**src/rtl/refdiv_pkg.sv**
```systemverilog
package refdiv_pkg;

    localparam int CODE_W  = 4;
    localparam int RATIO_W = 9;
    localparam int N_CODES = 1 << CODE_W;

    typedef logic [RATIO_W-1:0] ratio_t;

    typedef enum logic [0:0] {
        APPLY_IDLE  = 1'b0,
        APPLY_ARMED = 1'b1
    } apply_state_e;

    // Ratio for a code; zero marks the reserved code.
    function automatic ratio_t ratio_of(input logic [CODE_W-1:0] code);
        ratio_t r;
        if (!code[CODE_W-1]) begin
            r = ratio_t'(2) << code[CODE_W-2:0];
        end else if (code[CODE_W-2:0] == '0) begin
            r = '0;
        end else begin
            r = ratio_t'(5) << (code[CODE_W-2:0] - 3'd1);
        end
        return r;
    endfunction

endpackage

```
**src/rtl/refdiv_code_decode.sv**
```systemverilog
module refdiv_code_decode
    import refdiv_pkg::*;
(
    input  logic [CODE_W-1:0] code_i,
    output ratio_t            ratio_o,
    output logic              valid_o
);

    ratio_t table_q [N_CODES];

    for (genvar g = 0; g < N_CODES; g++) begin : g_tbl
        assign table_q[g] = ratio_of(CODE_W'(g));
    end

    always_comb begin
        ratio_o = table_q[code_i];
        valid_o = (ratio_o != '0);
    end

    // every valid code decodes to a ratio of at least two
    always_comb begin
        if (valid_o) begin
            decode_min_chk: assert (ratio_o >= ratio_t'(2))
                else $error("decode_min_chk: ratio below two");
        end
    end

endmodule

```
**src/rtl/refdiv_apply_fsm.sv**
```systemverilog
module refdiv_apply_fsm
    import refdiv_pkg::*;
(
    input  logic   clk,
    input  logic   rst_n,
    input  logic   load_i,
    input  logic   load_valid_i,
    input  ratio_t load_ratio_i,
    input  logic   term_i,
    output ratio_t active_o,
    output logic   bad_o
);

    apply_state_e state_q, state_d;
    ratio_t       pend_q;
    ratio_t       active_q;
    logic         bad_q;

    logic load_ok;
    logic load_bad;
    assign load_ok  = load_i && load_valid_i;
    assign load_bad = load_i && !load_valid_i;

    always_ff @(posedge clk) begin
        if (!rst_n) begin
            state_q <= APPLY_IDLE;
        end else begin
            state_q <= state_d;
        end
    end

    always_comb begin
        state_d = state_q;
        unique case (state_q)
            APPLY_IDLE: begin
                if (load_ok) state_d = APPLY_ARMED;          // LOAD_OK
            end
            APPLY_ARMED: begin
                if (term_i && !load_ok) state_d = APPLY_IDLE; // ADOPT
                else state_d = APPLY_ARMED;                   // ADOPT_RELOAD / REFRESH / hold
            end
            default: state_d = APPLY_IDLE;
        endcase
    end

    always_ff @(posedge clk) begin
        if (!rst_n) begin
            pend_q   <= ratio_t'(2);
            active_q <= ratio_t'(2);
            bad_q    <= 1'b0;
        end else begin
            if (state_q == APPLY_ARMED && term_i) begin
                active_q <= pend_q;
            end
            if (load_ok) begin
                pend_q <= load_ratio_i;
                bad_q  <= 1'b0;
            end else if (load_bad) begin
                bad_q  <= 1'b1;
            end
        end
    end

    assign active_o = active_q;
    assign bad_o    = bad_q;


    bad_set_chk: assert property (@(posedge clk) disable iff (!rst_n)
        load_bad |=> bad_q)
        else $error("bad_set_chk");


    bad_clear_chk: assert property (@(posedge clk) disable iff (!rst_n)
        load_ok |=> !bad_q)
        else $error("bad_clear_chk");


    ratio_at_term_chk: assert property (@(posedge clk) disable iff (!rst_n)
        !term_i |=> $stable(active_q))
        else $error("ratio_at_term_chk");


    bad_keeps_ratio_chk: assert property (@(posedge clk) disable iff (!rst_n)
        (load_bad && state_q == APPLY_IDLE) |=> $stable(active_q))
        else $error("bad_keeps_ratio_chk");

endmodule

```
**src/rtl/refdiv_counter.sv**
```systemverilog
module refdiv_counter
    import refdiv_pkg::*;
(
    input  logic   clk,
    input  logic   rst_n,
    input  ratio_t ratio_i,
    output logic   term_o,
    output logic   pulse_o
);

    ratio_t cnt_q;
    logic   pulse_q;

    assign term_o = (cnt_q == ratio_i - ratio_t'(1));

    always_ff @(posedge clk) begin
        if (!rst_n) begin
            cnt_q   <= '0;
            pulse_q <= 1'b0;
        end else if (term_o) begin
            cnt_q   <= '0;
            pulse_q <= 1'b1;
        end else begin
            cnt_q   <= cnt_q + ratio_t'(1);
            pulse_q <= 1'b0;
        end
    end

    assign pulse_o = pulse_q;


    pulse_single_chk: assert property (@(posedge clk) disable iff (!rst_n)
        pulse_q |=> !pulse_q)
        else $error("pulse_single_chk");


    cnt_range_chk: assert property (@(posedge clk) disable iff (!rst_n)
        cnt_q < ratio_i)
        else $error("cnt_range_chk");

endmodule

```
**src/rtl/ref_rate_divider.sv**
```systemverilog
module ref_rate_divider
    import refdiv_pkg::*;
(
    input  logic              clk,
    input  logic              rst_n,
    input  logic [CODE_W-1:0] ratio_code_i,
    input  logic              code_load_i,
    output logic              cmp_pulse_o,
    output logic              code_bad_o
);

    ratio_t dec_ratio;
    logic   dec_valid;
    ratio_t active_ratio;
    logic   term;

    refdiv_code_decode u_decode (
        .code_i  (ratio_code_i),
        .ratio_o (dec_ratio),
        .valid_o (dec_valid)
    );

    refdiv_apply_fsm u_apply (
        .clk          (clk),
        .rst_n        (rst_n),
        .load_i       (code_load_i),
        .load_valid_i (dec_valid),
        .load_ratio_i (dec_ratio),
        .term_i       (term),
        .active_o     (active_ratio),
        .bad_o        (code_bad_o)
    );

    refdiv_counter u_count (
        .clk     (clk),
        .rst_n   (rst_n),
        .ratio_i (active_ratio),
        .term_o  (term),
        .pulse_o (cmp_pulse_o)
    );


    no_pulse_in_reset_chk: assert property (@(posedge clk)
        !rst_n |=> !cmp_pulse_o && !code_bad_o)
        else $error("no_pulse_in_reset_chk");

endmodule

```
**config.mk**
```make
export PLATFORM = sky130hd
export DESIGN_NAME = ref_rate_divider
export DESIGN_NICKNAME = d
export VERILOG_FILES = /design/src/rtl/refdiv_pkg.sv /design/src/rtl/refdiv_code_decode.sv /design/src/rtl/refdiv_apply_fsm.sv /design/src/rtl/refdiv_counter.sv /design/src/rtl/ref_rate_divider.sv
export SDC_FILE = /design/constraint.sdc
export NUM_CORES = 1
export LEC_CHECK = 0
export BUFFER_PORTS_ARGS = -buffer_cell sky130_fd_sc_hd__buf_2
export CAP_MARGIN = 10
export CORE_MARGIN = 2
export CORE_UTILIZATION = 25
export CTS_BUF_LIST = sky130_fd_sc_hd__clkbuf_8
export DETAILED_ROUTE_END_ITERATION = 7
export PLACE_DENSITY = 0.41
export SLEW_MARGIN = 5
export SYNTH_ARGS = -nofsm -noshare
export SYNTH_HDL_FRONTEND = slang
export SYNTH_SLANG_ARGS = --single-unit
```
**constraint.sdc**
```tcl
create_clock -name clk -period 5.7 [get_ports clk]
set_input_delay 1.14 -clock clk [delete_from_list [all_inputs] [get_ports clk]]
set_output_delay 1.14 -clock clk [all_outputs]
set_load 0.05 [all_outputs]
```
### Yosys cells after proc, flatten, opt, wreduce, memory -nomap -nowiden

Memories as Yosys holds them, arrays and structs flattened.
Cells that the tools add are included.

| word-level totals | value |
|---|---|
| memories kept | 1 |
| output and inout bits | 2 |
| bits in latches | 0 |
| word-level logic and storage cells | 29 |
| memory bits (read-only) | 144 |
| input bits | 7 |
| RAM bits | 0 |
| register bits after elaboration | 30 |

| operators by class | value |
|---|---|
| reduce and logical (&&, ||, !) cells | 9 |
| equal/unequal tests | 1 |
| muxes and demuxes | 6 |
| $mul | 0 |
| add/sub/neg operators | 2 |
| div/mod/pow operators | 0 |
| bitwise logic cells | 3 |
| magnitude comparators | 1 |
| shift operators | 0 |

Memory list:

| name | depth | bits a word | read ports | clocked after Yosys merged registers in | wr ports | line | source |
|---|---|---|---|---|---|---|---|
| (name not given) | 16 | 9 | 1 | 0 | 0 | refdiv_code_decode.sv:16 | `ratio_o = table_q[code_i];` |

Operators with widths:

| operator | count |
|---|---|
| $mux 9 | 2 |
| $add 9x1->9 const B | 1 |
| $eq 9x9->1 | 1 |
| $reduce_bool 9->1 | 1 |
| $sub 9x1->9 const B | 1 |
| $ge 5x5->1 const B | 1 |
| $not 4->5 | 1 |
| $logic_and 1x1->1 | 4 |
| $reduce_or 2->1 | 2 |
| $mux 1 | 3 |
| $logic_not 1->1 | 2 |
| $not 1->1 | 2 |
| $pmux 1 s2 | 1 |

### Depth between registers and ports, before layout

Gate-level depths: netlist (run 1).

| logic depth | value |
|---|---|
| word-level depth | 10 |
| mapped depth | 9 |
| gate-level depth less buffers | 8 |

### Modules after synthesis

A second synthesis (run 1) with hierarchy kept.

| second synthesis, totals | value |
|---|---|
| cells, all modules | 192 |
| area total of the unflattened synthesis | 1665.3 um2 |

By module, submodules not included:

| module | cells an instance | sequential area each (um2) | area each (um2) | times used |
|---|---|---|---|---|
| refdiv_apply_fsm | 79 | 400.4 | 795.8 | 1 |
| refdiv_counter | 97 | 200.2 | 758.2 | 1 |
| refdiv_code_decode | 16 | 0.0 | 111.4 | 1 |

### Least setup slack after synthesis (run 1)

Ideal clock, no wire load.

| timing path | value |
|---|---|
| path type | input to register |
| from | input ratio_code_i[2] |
| to | register u_apply.pend_q[0] |
| stages on the path | 4 |
| buffers on the path | 1 |
| required time | 5.641 ns |
| setup slack | 3.515 ns |
| data arrival time | 2.127 ns |
| library setup time | 0.059 ns |
| cells stage by stage | clkbuf_1 -> o31ai_1 -> and2_1 -> a22o_1 |

| on the way | value |
|---|---|
| cells in the longest elaborated chain, start to end | 6 |

Ends and longest elaborated chain:

| item | line | source |
|---|---|---|
| start: declaration | ref_rate_divider.sv:6 | `input logic [CODE_W-1:0] ratio_code_i,` |
| $not 4->5 (implied by the code) (*) | refdiv_code_decode.sv:16 |  |
| $mem_v2 16x9 (*) | n/a |  |
| $mux 9 (implied by the code) (*) (2 in a row) | refdiv_code_decode.sv:16 |  |
| $reduce_bool 9->1 | refdiv_code_decode.sv:17 | `valid_o = (ratio_o != '0);` |
| $logic_and 1x1->1 | refdiv_apply_fsm.sv:21 | `assign load_ok = load_i && load_valid_i;` |
| end signal: assignment | refdiv_apply_fsm.sv:48 | `pend_q <= ratio_t'(2);` |
| end signal: assignment | refdiv_apply_fsm.sv:56 | `pend_q <= load_ratio_i;` |
| end: declaration | refdiv_apply_fsm.sv:15 | `ratio_t pend_q;` |

Mark *: on every way between the ends. The rest lies on a longest branch, timed or not. The select of a mux whose other input is x is not followed.
A chain may end at the register's enable or synchronous reset.

### Final worst setup path (run 1)

| timing path | value |
|---|---|
| from | register u_apply.active_q[0] (netlist: u_apply.active_o[0]) |
| to | register u_apply.active_q[4] (netlist: u_apply.active_o[4]) |

| on the way | value |
|---|---|
| cells in the longest elaborated chain, start to end | 3 |

Ends and longest elaborated chain:

| item | line | source |
|---|---|---|
| start: declaration | refdiv_apply_fsm.sv:16 | `ratio_t active_q;` |
| start signal: assignment | refdiv_apply_fsm.sv:49 | `active_q <= ratio_t'(2);` |
| start signal: assignment | refdiv_apply_fsm.sv:53 | `active_q <= pend_q;` |
| $sub 9x1->9 | refdiv_counter.sv:14 | `assign term_o = (cnt_q == ratio_i - ratio_t'(1));` |
| $eq 9x9->1 | refdiv_counter.sv:14 |  |
| $logic_and 1x1->1 | refdiv_apply_fsm.sv:52 | `if (state_q == APPLY_ARMED && term_i) begin` |

No other way between the ends.

==> impl_results.md, run 1 <==
- Pwr/cell area: 286 nW/µm²
- Switch Pwr: 137 µW
- Final Power: 489 µW
- Net count, final: between 150 and 200
- Seq/Total Area, Yosys: 39.8%
- Post-CTS setup buffer count: 0
- Fin. max-slew vios: 0
- N_diodes: 0
- CTS resizes: 0
- Num CTS Buffers: 5
- Crit Path Category: flip-flop to flip-flop
- R2R cell count: 8
- Startpoint class of the critical path: flip-flop
- Total Routed Length: between 3000 and 4000 µm
- I/O pin count: 9
- Worst hold path class: flip-flop to flip-flop
- Core Util, Final: 29.0%
- Clock buffer depth: 2
- Area Overhead vs Synth: 13.1%
- Core area: 5890 µm²
- Via count: 1193
- Number of DRC markers in iteration 0: 61
- Synthesized area per cell: between 8 and 9 µm²
- Max Clock Freq: 447 MHz
- CP Launch Point: u_apply.active_o[0]
- Die H: 81.7 µm
- # setup viols final: 0
- Synthesized flop and latch total: 30
- Synthesized Nets: 179
- CP arrival: 2.39 ns
- Initial Util: 25.7%
- Initial antenna violation count: 0
- RR Endpoint: u_apply.active_o[4]
- Worst EP required: 5.86 ns
- Placed cells: 247
- DP Wirelength: approximately 2400 µm
- Static leakage: 0.000701 µW
- IO buf count: 8
- Cell count after synthesis: 170
- DRC Markers: 0
- CP max FO: 9
- Clk slew on worst S/H paths: about 0.070 ns
- Placer Congestion: around 0.78
- Die Area: 6680 µm²
- Vias in the first global route: around 1200
- Clock skew: roughly 0.0055 ns
- Hold Buf Count CTS: 0
- Filler Cell Count: 637
- R2R Path Start: u_apply.active_o[0]
- Final worst-path cycle share: 39.2%
- Remaining antenna violation count: 0
- Setup TNS Final: 0 ns
- Final hold violations: 0
- Internal reg-to-reg setup slack: 3.46 ns
- Hold_sp: u_apply.pend_q[5]
- Worst Setup End Kind: flip-flop
- Logic pwr share: 16.0%
- Row count: 28
- Root Buffer: clkbuf_8
- Synth unique cells: 44
- Clock Latency Late Sink: 0.28 ns
- Hold path cells: 2
- Sw Share: 28.1%
- Pint: 352 µW
- Share of power burned in registers: 47.5%
- GRT Residual Overflow: 0
- Post-route insts no fill: 255
- GRT Total Usage: roughly 11%
- Post-layout min period: 2.24 ns
- Die W: ~82 µm
- Largest net degree at the start of global routing: 23
- H-tree Lvls: 2
- RSZ-0062 raised after global routing: false
- First-pass GRT wire length: around 5600 µm
- Worst VDD drop: roughly 0.00011 V
- Yosys Warn Count: 0
- Clock Power Share: 36.5%
- Max-Cap Viols: 0
- Avg WL per Cell: 12.3 µm
- Mapped cell area: 1510 µm²
- Vias per cell: 4.68
- Share of layout cells above drive strength 1: 15.0%
- TritonCTS clock tree: yes
- Status: finished, final reports clean
- Worst slew margin: 62.6%
- Hold slack: 0.455 ns
- DR pass1 iterations: 4
- CTS sink count: 30
- Worst Max-Slew Pin Slew: 0.556 ns
- Hold EP: u_apply.pend_q[5]
-- final cells by class --
type	count	area [µm²]	area share, %
Clock buffer	6	82.6	4.84
Clock inverter	2	12.5	0.733
Inverter	5	18.8	1.10
Multi-Input combinational cell	129	860	50.3
Sequential cell	30	601	35.2
Tap cell	75	93.8	5.49
Timing Repair Buffer	8	40.0	2.34
-- layout by cell type (no fill, tap or decap), types with 4 or more instances in the layout --
cell,n
and2_1,4
and3_1,4
nor2_1,19
dfxtp_1,30
nand4_1,6
inv_1,4
a21oi_1,6
xor2_1,9
mux2i_1,10
buf_2,8
clkbuf_8,6
xnor2_1,7
nand2_1,21
-- stage by stage --
| stage | instance area, µm² | setup slack, ns |
|---|---|---|
| after global routing | 1710 | 3.27 |
| after detailed placement | 1610 | 3.21 |
| after global placement | 1610 | 3.29 |
| after CTS | 1710 | 3.43 |
| after floorplan | 1510 | 3.51 |
| final | 1710 | 3.46 |
-- cell families after synthesis --
| kind of cell | Yosys count | synth area share, % |
|---|---|---|
| buffers and inverters | 11 | 3.31 |
| muxes | 10 | 6.63 |
| DFF | 30 | 39.8 |
| xor gates and xnor gates | 16 | 9.28 |
| AOI/OAI and AO/OA | 24 | 12.8 |
| adders and majority gates | 2 | 1.66 |
| and+or+nand+nor | 77 | 26.6 |
-- power groups by stage --
| stage | clock network, µW | logic [µW] | registers [µW] |
|---|---|---|---|
| final | 178 | 78.2 | 233 |
| after CTS | 185 | 79.7 | 232 |
| after detailed placement | 0 | 79.2 | 237 |
| after global routing | 195 | 86.9 | 234 |
| after floorplan | 0 | 58.6 | 241 |
| after global placement | 0 | 78.1 | 238 |
-- registers in the layout, indices dropped and copies added (netlist names) --
| signal | flops |
|---|---|
| u_apply.state_q | 1 |
| u_apply.active_o | 9 |
| u_count.pulse_o | 1 |
| u_apply.pend_q | 9 |
| u_count.cnt_q | 9 |
| u_apply.bad_o | 1 |
-- per-layer routing --
layer	track usage, %	vias to the layer above	part of all wire, %
met2	18.9	11	50
met5	0	-	0
met4	3.50	0	0.51
li1	-	609	-
met3	3.30	2	3.2
met1	12.7	571	47
-- cells in the mapped netlist (all sizes together) --
| master | n | share of area [%] |
|---|---|---|
| a21boi | 2 | 0.99 |
| a21oi | 6 | 2.0 |
| a22o | 2 | 1.2 |
| a311oi | 1 | 0.99 |
| a31o | 1 | 1.2 |
| a32o | 2 | 1.3 |
| a41o | 1 | 0.66 |
| and2 | 4 | 1.7 |
| and3 | 5 | 2.2 |
| and4bb | 1 | 0.83 |
| buf | 2 | 1.1 |
| clkbuf | 4 | 0.99 |
| clkinv | 1 | 0.25 |
| dfxtp | 30 | 40 |
| ha | 2 | 1.7 |
| inv | 4 | 0.99 |
| mux2i | 10 | 6.6 |
| nand2 | 22 | 5.6 |
| nand2b | 2 | 0.83 |
| nand3 | 4 | 1.7 |
| nand3b | 1 | 0.50 |
| nand4 | 6 | 2.5 |
| nand4b | 2 | 1.2 |
| nor2 | 20 | 5.1 |
| nor2b | 2 | 0.83 |
| nor3 | 3 | 0.99 |
| nor3b | 2 | 0.99 |
| o21a | 1 | 0.50 |
| o21ai | 3 | 1.2 |
| o221a | 1 | 0.75 |
| o22ai | 1 | 0.41 |
| o31ai | 2 | 0.99 |
| o32ai | 1 | 0.58 |
| or2 | 1 | 0.41 |
| or3b | 1 | 0.58 |
| or4 | 1 | 0.75 |
| xnor2 | 7 | 4.1 |
| xor2 | 9 | 5.2 |
-- worst max-delay path by stage --
stage	endpoint	cells past startpoint
CTS	u_apply.active_o[4]	8
detailed placement	u_apply.pend_q[2]	5
global route	u_apply.active_o[0]	8
finish	u_apply.active_o[4]	8
floorplan	u_apply.pend_q[0]	4
global placement	u_apply.pend_q[2]	5
-- critical path, stage by stage, from the launching register on --
cell	delay, ns
dfxtp_1	0.36
inv_1	0.07
ha_1	0.19
or3b_2	0.50
nor3_1	0.19
o32ai_1	0.11
o21ai_2	0.21
nand3_2	0.30
mux2i_1	0.19
(Power assumes the default switching activity.)
==> inputs of run 2 (changes only) <==
clock period = 2.18 ns   (was 5.7 ns; I/O delays follow)
==> run 2 against run 1 <==
Compared with the run above: hold slack worse by 0.0014 ns; sequential share of layout area down 1.1 points; non-clock buffer count up 4; highest routed layer unchanged.
==> impl_results.md, run 2 (synthesis gave the netlist of run 1 again) <==
- Status: finished, final reports clean
- Row count: 28
- Startpoint class of the critical path: flip-flop
- Worst EP required: 2.38 ns
- Initial antenna violation count: 0
- Filler Cell Count: 655
- Core area: 5890 µm²
- H-tree Lvls: 2
- CP arrival: about 2.3 ns
- Clock Latency Late Sink: roughly 0.28 ns
- Post-layout min period: 2.09 ns
- Hold slack: roughly 0.45 ns
- Total Routed Length: 3290 µm
- Final worst-path cycle share: ~96%
- N_diodes: 0
- Hold_sp: u_apply.pend_q[7]
- R2R cell count: 7
- Root Buffer: clkbuf_8
- GRT Total Usage: 11.6%
- Clock skew: 0.00603 ns
- CP Launch Point: u_apply.active_o[0]
- DP Wirelength: 2540 µm
- Clock buffer depth: 2
- RSZ-0062 raised after global routing: true
- Worst Setup End Kind: flip-flop
- Crit Path Category: flip-flop to flip-flop
- Clk slew on worst S/H paths: approximately 0.060 ns
- Die H: slightly above 80 µm
- Die Area: 6680 µm²
- Share of layout cells above drive strength 1: 18.5%
- CTS sink count: 30
- Number of DRC markers in iteration 0: 69
- Vias in the first global route: 1246
- # setup viols final: 0
- Max-Cap Viols: 0
- Setup TNS Final: 0 ns
- Remaining antenna violation count: 0
- Placement Cell Area: 1640 µm²
- Worst Max-Slew Pin Slew: ~0.30 ns
- Most frequent cells in the layout: dfxtp_1 (30), nand2_1 (21), nor2_1 (19), mux2i_1 (10), xor2_1 (9)
- Max Clock Freq: 479 MHz
- IO buf count: 8
- Worst VDD drop: 0.000297 V
- TritonCTS clock tree: yes
- First-pass GRT wire length: about 5800 µm
- DR pass1 iterations: 4
- Avg WL per Cell: 12.7 µm
- CP Cell Sequence: buf_4 -> or4_4 -> o221a_1 -> a311oi_2 -> nand2_2 -> nand3_4 -> mux2i_1
- Via count: 1200
- Slowest CP cell: or4_4
- DRC Markers: 0
- Fin. max-slew vios: 0
- Vias per cell: 4.63
- CP max stage delay: around 0.5 ns
- GRT Residual Overflow: 0
- Die W: 81.7 µm
- Num CTS Buffers: 5
- Placer Congestion: about 0.78
- Largest net degree at the start of global routing: 14
- CP max FO: 9
- Net count, final: 192
- Hold path cells: 2
- Area Overhead vs Synth: 16.8%
- Final hold violations: 0
- R2R Path Start: u_apply.active_o[0]
- Worst slew margin: 79.7%
- Finished Cell Area: 1760 µm²
- Pwr/cell area: 728 nW/µm²
- Commonest non-fill, non-tap cell in the layout: dfxtp_1
- I/O pin count: 9
- Static leakage: ~0.00073 µW
- Initial Util: 25.7%
- Worst hold path class: flip-flop to flip-flop
==> run 2: cell count changes in the layout (fill, tap and decap cells not counted), sizes merged <==
| cell | previous run | this run |
|---|---|---|
| clkinvlp | 1 | 0 |
| inv | 4 | 5 |
| buf | 8 | 12 |
==> run 2: layout make-up <==
class                      instances  area [µm²]  area share [%]
clock buffer                       6        82.6            4.68
clock inverter                     2        8.76           0.496
inverter                           5        18.8            1.06
multi-input combinational        129         890            50.4
sequential                        30         601            34.0
tap                               75        93.8            5.32
timing repair buffer              12        70.1            3.97
==> run 2: path summary, 6_finish.rpt <==
kind | end | slack [ns]
worst min-delay path | u_apply.pend_q[7] | 0.45
worst min register to register | u_apply.pend_q[7] | 0.45
worst max register to register | u_apply.active_o[7] | 0.09
worst max-delay path | u_apply.active_o[7] | 0.09
==> run 2: timing repair <==
action                                  4_1_cts  5_1_grt
endpoints found under the setup margin        9       19
hold buffers                                  0        0
resized for setup                             1        5
buffers inserted                              0        0
==> run 2: metrics by stage <==
step / utilization, % / worst slack, ns / power, µW / cells
final: 30.0 / 0.0943 / 1280 / 259
after CTS: 29.6 / 0.0420 / 1290 / 259
after floorplan: - / 0.219 / 783 / 170
after global placement: 27.9 / 0.00324 / 830 / 251
after global routing: 30.0 / -0.0241 / 1360 / 259
after detailed placement: 27.9 / -0.0454 / 833 / 251
==> run 2: report_power, final <==
group / internal, µW / leakage, µW / switching [µW]
clock network: 250 / 0.0000524 / 205
registers: 578 / 0.000244 / 32.0
logic: 100 / 0.000438 / 120
==> run 2: worst max-delay path: cells and delay by family (launching register included) <==
kind	cells	cell delay (ns)
multiplexers	1	0.21
AND/OR/NAND/NOR	3	0.85
AO/OA/AOI/OAI	2	0.49
flip-flops	1	0.31
buffers and inverters	1	0.14
==> run 2: metal layers <==
layer	part of all wire (%)	track usage, %	vias up
met5	0	0	-
met4	0.88	4.00	0
met3	3.4	2.97	4
met2	50	19.8	15
met1	45	14.1	561
li1	-	-	620
==> inputs of run 3 (changes only) <==
ABC_AREA = 1   (was default)
PLACE_DENSITY = 0.4   (was 0.41)
TNS_END_PERCENT = 1   (was default)
==> run 3 against run 2 <==
Compared with the run above: core utilization shrank 0.63 points; flip-flop and latch count did not move; combinational power rose to 3.1 times the previous value; final area down 0.92%; critical path type unchanged; sequential power grew 15%; first-iteration DRC count decreased by 1.4%; non-clock buffer count fell by 3; total power increased by 42%; highest routed layer unchanged; largest power group unchanged; critical path depth increased by 5; fmax rose by 8.9%.
==> impl_results.md, run 3 <==
- CTS resizes: 0
- Post-synth top area share: 38.7%
- R2R cell count: 12
- CTS sink count: 30
- Worst Setup End Kind: flip-flop
- Fin. max-slew vios: 0
- Vias in the first global route: 1276
- Main area contributors after synthesis: dfxtp_1 (39%), nand2_1 (14%), nor2_1 (9.2%)
- Startpoint class of the critical path: flip-flop
- Share of layout cells above drive strength 1: 12.2%
- N_diodes: 0
- DRC Markers: 0
- Crit Path Category: flip-flop to flip-flop
- Yosys Warn Count: 0
- Internal reg-to-reg setup slack: 0.27 ns
- Synth top cells by count: nand2_1 (58), nor2_1 (38), dfxtp_1 (30)
- Worst Max-Slew Pin Slew: around 0.42 ns
- Final worst-path cycle share: roughly 90%
- Root Buffer: clkbuf_8
- Most used DFF post-synth: dfxtp_1
- Worst hold path class: input pin to flip-flop
- Post-synth EDFFs: 0
- Via count: 1321
- Most frequent cells in the layout: nand2_1 (58), nor2_1 (38), dfxtp_1 (30), inv_1 (25), nand3_1 (24)
- GRT Total Usage: between 10% and 20%
- Finished Cell Area: around 1700 µm²
- Remaining antenna violation count: 0
- Post-route insts no fill: 312
- H-tree Lvls: 2
- Pwr/cell area: 1050 nW/µm²
- Initial antenna violation count: 0
- Clock skew: roughly 0.0022 ns
- DP Wirelength: 2590 µm
- Hold_sp: code_load_i
- Die Area: 6850 µm²
- GRT Residual Overflow: 0
- Max Clock Freq: approximately 520 MHz
- Synth unique cells: 30
- Synthesized Nets: 233
- Final Power: 1830 µW
- GR Util met3: 3.26%
- Largest net degree at the start of global routing: 21
- Max-Cap Viols: 0
- RSZ-0062 raised after global routing: false
- Num CTS Buffers: 5
- CP max FO: 10
- Synthesized flop and latch total: 30
- Clock buffer depth: 2
- GR Layer Usage met2: 18.3%
- Seq/Total Area, Yosys: 38.7%
- Row count: 28
- Final hold violations: 0
- Clk slew on worst S/H paths: 0.06 ns
- Total Routed Length: approximately 3400 µm
- Dpl ws: ~0.23 ns
- Die W: 82.7 µm
- Met1 GRT Util: about 15%
- Gr busiest metal: met2
- Most frequent cell after synthesis: nand2_1
- Die H: 82.7 µm
- Worst VDD drop: 0.000324 V
- CP arrival: 2.07 ns
- R2R Path Start: u_apply.active_o[0]
- Core area: 5960 µm²
- Vias per cell: about 4.2
- Area Overhead vs Synth: 12.8%
- Hold Buf Count CTS: 0
- First-pass GRT wire length: ~6000 µm
- Worst slew margin: 71.6%
- Static leakage: around 0.00082 µW
- Slack of the critical path: around 0.27 ns
- I/O pin count: 9
- Post-layout min period: 1.91 ns
- IO buf count: 8
- Status: finished, final reports clean
- DR pass1 iterations: 4
- Setup TNS Final: 0 ns
- # setup viols final: 0
- Placement Cell Area: roughly 1700 µm²
- Synthesized area per cell: 6.92 µm²
- Avg WL per Cell: roughly 11 µm
- Net count, final: 245
- Initial Util: 26.0%
- Post-CTS setup buffer count: 0
- Placer Congestion: 0.717
- Async S/R FF share, synth: 0%
- Hold EP: u_apply.bad_o
- Mapped cell area: between 1500 and 2000 µm²
- Hold path cells: 3
- Cell count after synthesis: 224
- Synth area leader: dfxtp_1
- RR Endpoint: u_apply.state_q
- Worst EP required: 2.33 ns
- Commonest non-fill, non-tap cell in the layout: nand2_1
- Placed cells: 304
- TritonCTS clock tree: yes
- Number of DRC markers in iteration 0: 68
- Clock Latency Late Sink: 0.28 ns
run 3: changes by cell type in the layout (fill, tap and decap cells not counted), moves of 3 or more:
| cell | change |
|---|---|
| a21oi_1 | -3 |
| and2_1 | -4 |
| and3_1 | -3 |
| buf_4 | -3 |
| inv_1 | +20 |
| mux2i_1 | -10 |
| nand2_1 | +37 |
| nand2_2 | +4 |
| nand3_1 | +21 |
| nand4_1 | -3 |
| nor2_1 | +19 |
| o21ai_0 | +5 |
| xnor2_1 | -5 |
| xor2_1 | -5 |
run 3: kinds of logic after synthesis:
kind of cell / synth area share (%)
fa+ha+maj: 1.61
buf+inv: 8.31
xor+xnor: 3.39
flops: 38.7
compound gates: 6.46
simple gates: 41.5
run 3: through the flow:
stage,hold slack (ns),utilization (%)
finish,0.393,29.3
detailed placement,0.475,27.8
global route,0.407,29.3
floorplan,0.429,-
global placement,0.471,27.8
CTS,0.386,29.3
run 3: power breakdown:
group / total [µW] / internal [µW] / switching [µW]
Clock: 456 / 250 / 206
Combinational: 673 / 228 / 445
Sequential: 700 / 627 / 72.7
run 3: worst max-delay path by stage:
| stage | start | end | slack [ns] | cells after the start |
|---|---|---|---|---|
| floorplan | u_apply.active_o[0] | u_apply.active_o[0] | 0.44 | 13 |
| global placement | u_apply.active_o[0] | u_apply.state_q | 0.25 | 12 |
| detailed placement | u_apply.active_o[0] | u_apply.state_q | 0.23 | 11 |
| CTS | u_apply.active_o[0] | u_apply.state_q | 0.22 | 11 |
| global route | u_apply.active_o[0] | u_apply.state_q | 0.09 | 11 |
| finish | u_apply.active_o[0] | u_apply.state_q | 0.27 | 12 |
run 3: layer usage:
layer / vias up / part of all wire, %
met3: 5 / 3.4
met4: 0 / 1.2
met1: 558 / 53
met2: 21 / 42
met5: - / 0
li1: 737 / -
run 3: final cells by class:
type,instances,area [µm²]
Inverter,25,93.8
Fill cell,656,4210
Timing Repair Buffer,9,47.5
Clock buffer,6,82.6
Sequential cell,30,601
Tap cell,75,93.8
Clock inverter,2,8.76
Multi-Input combinational cell,165,821
run 3: critical path, cell delays in order (launching register included):
cell and delay [ns]:
dfxtp_1 0.34, inv_2 0.08, ha_1 0.31, nand2_1 0.07, inv_1 0.03, nor2_1 0.07, nand2_1 0.06, nor2_1 0.09
nand4_1 0.13, nor2_4 0.14, nand3_1 0.16, nand2_2 0.22, o21ai_0 0.09
